`config.mk`:
```
export PLATFORM = sky130hd
export DESIGN_NAME = pair_issue_unit
export DESIGN_NICKNAME = d
export VERILOG_FILES = /design/src/rtl/pair_pkg.sv /design/src/rtl/pair_slot_rules.sv /design/src/rtl/pair_hazard.sv /design/src/rtl/pair_reason_pick.sv /design/src/rtl/pair_issue_unit.sv
export SDC_FILE = /design/constraint.sdc
export NUM_CORES = 1
export LEC_CHECK = 0
export BUFFER_PORTS_ARGS = -buffer_cell sky130_fd_sc_hd__clkbuf_2
export CORE_MARGIN = 3
export CORE_UTILIZATION = 32
export DETAILED_ROUTE_END_ITERATION = 10
export GPL_ROUTABILITY_DRIVEN = 0
export MAX_ROUTING_LAYER = met4
export PLACE_DENSITY = 0.56
export SETUP_SLACK_MARGIN = 0.5
export SYNTH_ARGS = -nofsm -noshare
export SYNTH_HDL_FRONTEND = slang
export SYNTH_HIERARCHICAL = 1
export SYNTH_SLANG_ARGS = --single-unit
```
`constraint.sdc`:
```
create_clock -name clk -period 2.61 [get_ports clk]
set_input_delay 0.261 -clock clk [delete_from_list [all_inputs] [get_ports clk]]
set_output_delay 0.261 -clock clk [all_outputs]
set_load 0.01 [all_outputs]
```
`src/rtl/pair_pkg.sv`:
```
package pair_pkg;
  localparam int NFLAG = 9;
  localparam int F_SIMPLE  = 0;
  localparam int F_SHIFT   = 1;
  localparam int F_CARRY   = 2;
  localparam int F_BRANCH  = 3;
  localparam int F_PREFIX  = 4;
  localparam int F_PUSH    = 5;
  localparam int F_POP     = 6;
  localparam int F_FLAGALU = 7;
  localparam int F_JCC     = 8;

  localparam int NRULE = 6;

  typedef enum logic [2:0] {
    RSN_PAIR       = 3'd0,
    RSN_NOT_SIMPLE = 3'd1,
    RSN_SLOT       = 3'd2,
    RSN_DISP_IMM   = 3'd3,
    RSN_LENGTH     = 3'd4,
    RSN_RAW        = 3'd5,
    RSN_WAW        = 3'd6,
    RSN_ALONE      = 3'd7
  } reason_e;
endpackage

```
`src/rtl/pair_slot_rules.sv`:
```
module pair_slot_rules #(
  parameter int LEN_W = 4
) (
  input  logic             o_simple,
  input  logic             o_branch,
  input  logic             o_disp,
  input  logic             o_imm,
  input  logic [LEN_W-1:0] o_len,
  input  logic             o_seen,
  input  logic             y_simple,
  input  logic             y_shift,
  input  logic             y_carry,
  input  logic             y_prefix,
  input  logic             y_jcc,
  input  logic             y_disp,
  input  logic             y_imm,
  output logic             not_simple,
  output logic             slot_bad,
  output logic             disp_imm_bad,
  output logic             len_bad
);
  logic u_only_in_v;

  always_comb begin
    not_simple   = !(o_simple && y_simple);
    // U-only classes in the younger slot; escaped Jcc is the exception
    u_only_in_v  = y_shift || y_carry || (y_prefix && !y_jcc);
    // V-only classes in the older slot
    slot_bad     = u_only_in_v || o_branch;
    disp_imm_bad = (o_disp && o_imm) || (y_disp && y_imm);
    len_bad      = (o_len > LEN_W'(1)) && !o_seen;
  end
endmodule

```
`src/rtl/pair_hazard.sv`:
```
module pair_hazard #(
  parameter int NREG   = 8,
  parameter int SP_IDX = 4,
  localparam int MASK_W = NREG + 1
) (
  input  logic              o_flagalu,
  input  logic              o_push,
  input  logic              o_pop,
  input  logic              y_jcc,
  input  logic              y_push,
  input  logic              y_pop,
  input  logic [MASK_W-1:0] o_dst,
  input  logic [MASK_W-1:0] y_src,
  input  logic [MASK_W-1:0] y_dst,
  output logic              raw_hit,
  output logic              waw_hit
);
  localparam logic [MASK_W-1:0] FLAG_BIT = MASK_W'(1) << NREG;
  localparam logic [MASK_W-1:0] SP_BIT   = MASK_W'(1) << SP_IDX;

  logic              flag_ok, sp_ok;
  logic [MASK_W-1:0] raw_skip, waw_skip;

  always_comb begin
    flag_ok  = o_flagalu && y_jcc;                    // exception
    sp_ok    = (o_push && y_push) || (o_pop && y_pop); // exception
    raw_skip = (flag_ok ? FLAG_BIT : '0) | (sp_ok ? SP_BIT : '0);
    waw_skip = sp_ok ? SP_BIT : '0;
    raw_hit  = |(o_dst & y_src & ~raw_skip);
    waw_hit  = |(o_dst & y_dst & ~waw_skip);
  end
endmodule

```
`src/rtl/pair_reason_pick.sv`:
```
module pair_reason_pick
  import pair_pkg::*;
(
  input  logic             two,
  input  logic [NRULE-1:0] fail,
  output reason_e          reason
);
  always_comb begin
    reason = RSN_PAIR;
    if (!two) begin
      reason = RSN_ALONE;
    end else begin
      // scan from highest to lowest so the lowest failing rule wins
      for (int i = NRULE - 1; i >= 0; i--) begin
        if (fail[i]) reason = reason_e'(3'(i + 1));
      end
    end
  end
endmodule

```
`src/rtl/pair_issue_unit.sv`:
```
module pair_issue_unit
  import pair_pkg::*;
#(
  parameter int NREG   = 8,
  parameter int LEN_W  = 4,
  parameter int SP_IDX = 4,
  localparam int MASK_W = NREG + 1,
  localparam int DESC_W = NFLAG + 3 + LEN_W + 2 * MASK_W
) (
  input  logic              clk,
  input  logic              rst_n,
  input  logic              win_valid,
  input  logic              win_two,
  input  logic [DESC_W-1:0] win_old,
  input  logic [DESC_W-1:0] win_yng,
  output logic              win_ready,
  output logic              win_pop2,
  output logic              iss_valid,
  input  logic              iss_ready,
  output logic              iss_dual,
  output logic [2:0]        iss_reason,
  output logic [DESC_W-1:0] iss_u_desc,
  output logic [DESC_W-1:0] iss_v_desc
);
  localparam int OFS_DISP = NFLAG;
  localparam int OFS_IMM  = NFLAG + 1;
  localparam int OFS_SEEN = NFLAG + 2;
  localparam int OFS_LEN  = NFLAG + 3;
  localparam int OFS_SRC  = OFS_LEN + LEN_W;
  localparam int OFS_DST  = OFS_SRC + MASK_W;
  localparam logic [MASK_W-1:0] PLAIN_GPR =
    {1'b0, {NREG{1'b1}}} & ~(MASK_W'(1) << SP_IDX);

  logic [NFLAG-1:0]  cls [2];
  logic              has_disp [2];
  logic              has_imm  [2];
  logic [MASK_W-1:0] dst [2];

  genvar g;
  generate
    for (g = 0; g < 2; g++) begin : g_unpack
      logic [DESC_W-1:0] d;
      assign d           = (g == 0) ? win_old : win_yng;
      assign cls[g]      = d[NFLAG-1:0];
      assign has_disp[g] = d[OFS_DISP];
      assign has_imm[g]  = d[OFS_IMM];
      assign dst[g]      = d[OFS_DST +: MASK_W];
    end
  endgenerate

  logic [NRULE-1:0] fail;
  reason_e          reason_d;
  logic             accept, pair_ok;

  pair_slot_rules #(.LEN_W(LEN_W)) u_slot (
    .o_simple    (cls[0][F_SIMPLE]),
    .o_branch    (cls[0][F_BRANCH]),
    .o_disp      (has_disp[0]),
    .o_imm       (has_imm[0]),
    .o_len       (win_old[OFS_LEN +: LEN_W]),
    .o_seen      (win_old[OFS_SEEN]),
    .y_simple    (cls[1][F_SIMPLE]),
    .y_shift     (cls[1][F_SHIFT]),
    .y_carry     (cls[1][F_CARRY]),
    .y_prefix    (cls[1][F_PREFIX]),
    .y_jcc       (cls[1][F_JCC]),
    .y_disp      (has_disp[1]),
    .y_imm       (has_imm[1]),
    .not_simple  (fail[0]),
    .slot_bad    (fail[1]),
    .disp_imm_bad(fail[2]),
    .len_bad     (fail[3])
  );

  pair_hazard #(.NREG(NREG), .SP_IDX(SP_IDX)) u_haz (
    .o_flagalu(cls[0][F_FLAGALU]),
    .o_push   (cls[0][F_PUSH]),
    .o_pop    (cls[0][F_POP]),
    .y_jcc    (cls[1][F_JCC]),
    .y_push   (cls[1][F_PUSH]),
    .y_pop    (cls[1][F_POP]),
    .o_dst    (dst[0]),
    .y_src    (win_yng[OFS_SRC +: MASK_W]),
    .y_dst    (dst[1]),
    .raw_hit  (fail[4]),
    .waw_hit  (fail[5])
  );

  pair_reason_pick u_pick (
    .two   (win_two),
    .fail  (fail),
    .reason(reason_d)
  );

  assign win_ready = !iss_valid || iss_ready;
  assign accept    = win_valid && win_ready;
  assign pair_ok   = win_two && (reason_d == RSN_PAIR);
  assign win_pop2  = accept && pair_ok;

  always_ff @(posedge clk or negedge rst_n) begin
    if (!rst_n) begin
      iss_valid  <= 1'b0;
      iss_dual   <= 1'b0;
      iss_reason <= 3'd0;
      iss_u_desc <= '0;
      iss_v_desc <= '0;
    end else if (accept) begin
      iss_valid  <= 1'b1;
      iss_dual   <= pair_ok;
      iss_reason <= reason_d;
      iss_u_desc <= win_old;
      iss_v_desc <= pair_ok ? win_yng : '0;
    end else if (iss_ready) begin
      iss_valid  <= 1'b0;
    end
  end

  // a two-entry pop only with a taken, two-entry window
  assert_pop2_taken_R10: assert property (@(posedge clk) disable iff (!rst_n)
    win_pop2 |-> (win_valid && win_ready && win_two));

  // lone descriptor issues alone with its own code
  assert_lone_issue_R8: assert property (@(posedge clk) disable iff (!rst_n)
    (accept && !win_two) |=> (iss_valid && !iss_dual && iss_reason == RSN_ALONE));

  // stalled output holds
  assert_stall_hold_R11: assert property (@(posedge clk) disable iff (!rst_n)
    (iss_valid && !iss_ready) |=> (iss_valid && $stable(iss_u_desc) &&
                                   $stable(iss_reason) && $stable(iss_dual)));

  // a branch never takes the U slot of a pair
  assert_branch_not_u_R3: assert property (@(posedge clk) disable iff (!rst_n)
    (accept && win_two && win_old[F_BRANCH]) |=> !iss_dual);

  // displacement plus immediate refuses, with no later rule reported
  assert_disp_imm_R4: assert property (@(posedge clk) disable iff (!rst_n)
    (accept && win_two && ((win_old[OFS_DISP] && win_old[OFS_IMM]) ||
                           (win_yng[OFS_DISP] && win_yng[OFS_IMM])))
    |=> (!iss_dual && iss_reason <= RSN_DISP_IMM));

  // an ordinary register read-after-write is never exempt
  assert_gpr_raw_R6: assert property (@(posedge clk) disable iff (!rst_n)
    (accept && win_two &&
     |(win_old[OFS_DST +: MASK_W] & win_yng[OFS_SRC +: MASK_W] & PLAIN_GPR))
    |=> !iss_dual);
endmodule

```
# == Word-level counts from Yosys, hierarchy flattened ==
# Index checks and enable logic that the tools add are counted.
# word_totals
out_inout_bits,75
input_bits,73
mem_count,0
ram_bits,0
romBits,0
reg_bits,73
latch_bits,0
# op_classes
n_lt_le_gt_ge,1
n_eq_ne,0
addsub,0
muxes,12
n_shift,0
multipliers,0
reduce_logical,24
div_mod_pow,0
n_bitwise,7
# op_table
op,count
bitwise AND 9 bit,4
2-to-1 mux 34 bit,1
2-to-1 mux 3 bit,7
NOT 9 bit,2
OR reduction 9 bit,2
logical AND 1 bit,11
2-to-1 mux 9 bit,1
bitwise OR 9 bit,1
logical OR 1 bit,6
2-to-1 mux 5 bit,1
"> comparator 4 x 1 -> 1 bit, second input constant",1
zero test 1 bit,3
zero test 3 bit,1
2-to-1 mux 1 bit,2
nonzero test 2 bit,1

# == Depth between registers and ports, before layout ==
# logic_depth
depth_word,16
ltp_mapped,10

# == By module ==
# Netlist, hierarchy kept.
# by_module_without_submodules
mod,seq_area_each_um2,n_inst,cells_per_inst,area_each_um2
pair_issue_unit,1826.8,1,204,3044.2
pair_hazard,0.0,1,15,106.4
pair_reason_pick,0.0,1,9,57.6
pair_slot_rules,0.0,1,7,40.0

# == Worst setup path before layout ==
# Ideal clock, no wire load.
# synth_timing
kind,in2out
from,input win_yng[25]
to,output win_pop2
path_stages,9
setup_slack_ns,0.283
t_arrival_ns,2.066
n_path_buf,2
cell_sequence,a22o_2 a221oi_1 nand3_1 a211oi_1 o21ai_1 or4b_1 buf_6 buf_8 nor2_1
# synth_via
elab_chain_cells,13
# synth_rtl
element,line_no,text
from (decl),pair_issue_unit.sv:15,"input logic [DESC_W-1:0] win_yng,"
bitwise AND 9 bit (2 in a row),pair_hazard.sv:30,waw_hit = |(o_dst & y_dst & ~waw_skip);
OR reduction 9 bit,pair_hazard.sv:30,
named net fail[5],pair_issue_unit.sv:51,logic [NRULE-1:0] fail;
2-to-1 mux 3 bit (6 in a row),pair_reason_pick.sv:15,if (fail[i]) reason = reason_e'(3'(i + 1));
2-to-1 mux 3 bit,pair_reason_pick.sv:10,if (!two) begin
named net reason_d[1],pair_issue_unit.sv:52,reason_e reason_d;
zero test 3 bit,pair_issue_unit.sv:97,assign pair_ok = win_two && (reason_d == RSN_PAIR);
logical AND 1 bit,pair_issue_unit.sv:97,
logical AND 1 bit,pair_issue_unit.sv:98,assign win_pop2 = accept && pair_ok;
to (decl),pair_issue_unit.sv:17,"output logic win_pop2,"
# The timed path passes the listed nets, and every way through them passes these cells.

# == Worst setup path after layout ==
# Ends and elaborated chain as after synthesis.

==> flow_summary.ini <==
[critical_path]
crit_fanout = 2
r2r_start = iss_valid
r2r-end = iss_reason[2]
r2r.worst_path.cells = 4
timing.critical_path.to_type = output pin
arrival_ns = 2.06
startpoint_type = input pin
regToRegSetupSlack_ns = 0.97
critical_path.startpoint = win_yng[25]
critical_path_type = input pin to output pin
worstPathRequired_ns = 2.35

[synthesis]
synthArstFlopShare_pct = 100.0
count_of_cell_types_in_the_netlist = 32
synth_ff_type = sky130_fd_sc_hd__dfrtp_1
post_syn_nets = 308
synth-edff-count = 0
syn_area_per_cell_um2 = 13.82
post-synth-top-area-fraction_pct = 56.24
mappedNetlistArea_um2 = 3248
synth_largest_area_cell = sky130_fd_sc_hd__dfrtp_1
yosysMostFrequentCell = sky130_fd_sc_hd__dfrtp_1
ys_ff_latch = 73
post_synth_inst_count = 235
yosysSeqAreaShare_pct = 56.24
synthTopCellsByCount = sky130_fd_sc_hd__dfrtp_1 (73), sky130_fd_sc_hd__mux2_2 (37), sky130_fd_sc_hd__nand3_1 (36)
syn_warnings = 6
synthTopCellsByArea = sky130_fd_sc_hd__dfrtp_1 (56%), sky130_fd_sc_hd__mux2_2 (13%), sky130_fd_sc_hd__o2bb2ai_2 (8.3%), sky130_fd_sc_hd__nand3_1 (5.5%), sky130_fd_sc_hd__o2bb2ai_1 (3.8%)

[floorplanning]
die-height_um = 106.8
rows = 36
ioPinCount = 148
initial_core_util_pct = 33.08
core_um2 = 9819
die_width_um = 106.8
die_area_um2 = 11400

[cts]
cts_root_buf = sky130_fd_sc_hd__clkbuf_8
htree_levels = 3
cts_tree = done
cts_inserted_buffers = 9
worst_skew_pair.late_latency_ns = 0.33
clock_path_buffers = 2
ctsHoldBuffers = 0
cts.sink_count = 73
worst_setup_hold_path_clk_slew_ns = 0.08

[detailed_routing]
num_vias = 2600
detailed_route_vias_per_instance = 4.924
detail-route-antenna-nets = 0
final_routed_drc_violation_total = 0
wl_per_cell_um = 18.22
first_pass_detailed_route_iteration_total = 4
first_iter_violations = 141
finalWirelength_um = 9619

[timing]
rsz0062_at_grt = yes
fin_skew_ns = 0.006513
final_min_period_over_clock_period_pct = 89.01
post-route-min-period_ns = 2.323
tightestPinTransition_ns = 0.9532
fmaxAchievable_ghz = 0.4305
timing.final.hold_violations = 0
report.final.setup_viol = 0
finalWorstSetupSlack_ns = 0.2869
timing.final.max_slew_violations = 0
maxSlewHeadroom_pct = 36.45

[power_and_ir_drop]
share_of_total_power_in_sequential_cells_pct = 44.1
combinational_power_share_pct = 16.9
vdd_drop_max_uv = 251.3
p_sw_mw = 0.7275
sw_share_pct = 25.44
internal_power_mw = 2.132
powerDensity_nw_per_um2 = 601.5
power.clock.fraction_pct = 38.9
power.static_leakage_nw = 2.227

[finish]
nNetsFinal = 463
layout-area-overhead-vs-synth_pct = 46.38
finalNonFillerCells = 528
layout.filler_cells = 928
antenna-diode-count = 0
fin_util_pct = 48.42
fin_area_um2 = 4755
drive_gt1_share_pct = 66.33

[placement]
io_buffer_count = 147
placedCellCount = 504
dp_hpwl_um = 6571
placement.cell_area_um2 = 4115
place_ws_ns = -0.08012

[global_route]
grt_total_ovfl = 0
grt_pass1_wl_um = 14080
globalRouteTotalUtil_pct = 16.31
grt_pass1_vias = 2600
antenna_found_initial = 0
grt_start_max_net_pins = 74

[job]
maxCapViolCount = 0

[min_path]
worstHoldPathType = input pin to asynchronous set/reset pin

[run_status]
status = finished clean
-- worst max-delay path by stage --
stage,to,slack (ns),depth (start not counted)
after detailed placement,iss_v_desc[4],-0.08,9
after global placement,iss_v_desc[4],-0.07,9
final,win_pop2,0.29,9
after floorplan,win_pop2,0.37,9
after global routing,win_pop2,0.21,9
after CTS,win_pop2,0.26,9
-- power by group through the flow --
| stage | clock, mW | sequential [mW] | combinational (mW) |
|---|---|---|---|
| floorplan | 0 | 1.33 | 0.185 |
| global placement | 0 | 1.28 | 0.456 |
| detailed placement | 0 | 1.29 | 0.461 |
| CTS | 1.15 | 1.26 | 0.466 |
| global route | 1.20 | 1.27 | 0.526 |
| finish | 1.11 | 1.26 | 0.485 |
-- worst max-delay path, cell delays in order --
cell and delay (ns):
sky130_fd_sc_hd__clkbuf_2 0.10, sky130_fd_sc_hd__a22o_4 0.25, sky130_fd_sc_hd__a221oi_2 0.19, sky130_fd_sc_hd__nand3_2 0.14
sky130_fd_sc_hd__a211oi_2 0.24, sky130_fd_sc_hd__o21ai_2 0.08, sky130_fd_sc_hd__or4b_4 0.56, sky130_fd_sc_hd__nor2_4 0.09
sky130_fd_sc_hd__clkbuf_8 0.14
-- registers in the layout, summed over array words and instances, names as in the netlist --
register	flops
iss_v_desc	34
iss_dual	1
iss_valid	1
iss_reason	3
iss_u_desc	34
-- cell usage in the layout (no fill, tap or decap), types with 2 or more instances in the layout --
| cell type | Yosys | routed |
|---|---|---|
| sky130_fd_sc_hd__buf_4 | 3 | 10 |
| sky130_fd_sc_hd__clkbuf_8 | 0 | 12 |
| sky130_fd_sc_hd__a22o_1 | 4 | 4 |
| sky130_fd_sc_hd__buf_6 | 1 | 5 |
| sky130_fd_sc_hd__clkbuf_16 | 0 | 2 |
| sky130_fd_sc_hd__clkbuf_2 | 0 | 140 |
| sky130_fd_sc_hd__o21ai_2 | 0 | 2 |
| sky130_fd_sc_hd__nor2_1 | 3 | 2 |
| sky130_fd_sc_hd__buf_12 | 0 | 5 |
| sky130_fd_sc_hd__a221oi_2 | 0 | 2 |
| sky130_fd_sc_hd__nand3_2 | 0 | 2 |
| sky130_fd_sc_hd__inv_1 | 3 | 3 |
| sky130_fd_sc_hd__o2bb2ai_1 | 14 | 4 |
| sky130_fd_sc_hd__o2bb2ai_2 | 18 | 21 |
| sky130_fd_sc_hd__bufinv_16 | 0 | 3 |
| sky130_fd_sc_hd__dfrtp_1 | 73 | 73 |
| sky130_fd_sc_hd__nor3_2 | 1 | 2 |
| sky130_fd_sc_hd__nand2_1 | 4 | 4 |
| sky130_fd_sc_hd__nand4_1 | 2 | 2 |
| sky130_fd_sc_hd__nand3_1 | 36 | 34 |
| sky130_fd_sc_hd__o2bb2ai_4 | 2 | 9 |
| sky130_fd_sc_hd__mux2_2 | 37 | 37 |
-- cells by family after synthesis --
logic type	Yosys count	share of synthesized area (%)
AND/OR/NAND/NOR	53	8.590
multiplexers	38	13.14
flip-flops	73	56.24
AO/OA/AOI/OAI	49	17.64
buffers and inverters	22	4.391
-- routing by layer --
metal | share of wire [%] | vias to the layer above | track usage [%]
li1 | - | 1205 | -
met1 | 44 | 1297 | 20.95
met4 | 0.68 | 0 | 4.932
met3 | 5.2 | 4 | 2.769
met5 | 0 | - | -
met2 | 50 | 94 | 26.62
-- cell type report --
| class | instances | area (um2) | area share, % |
|---|---|---|---|
| Clock buffer | 12 | 155.1 | 3.263 |
| Clock inverter | 4 | 98.84 | 2.079 |
| Inverter | 3 | 11.26 | 0.2368 |
| Multi-Input combinational cell | 140 | 1500 | 31.55 |
| Sequential cell | 73 | 1827 | 38.42 |
| Tap cell | 133 | 166.4 | 3.500 |
| Timing Repair Buffer | 163 | 996.0 | 20.95 |
-- through the flow --
step	hold WS (ns)	setup TNS [ns]	total power [mW]
floorplan	-0.03459	0	1.511
global placement	0.4712	-1.611	1.737
detailed placement	0.4727	-0.9538	1.746
CTS	0.09489	0	2.875
global route	0.1321	0	2.994
finish	0.06321	0	2.860
-- timing repair --
action	CTS	global route
setup buffers	2	3
setup endpoints to repair	36	36
pin swaps	9	24
resized for setup	8	42
gates cloned	0	3
(Power assumes the default switching activity.)
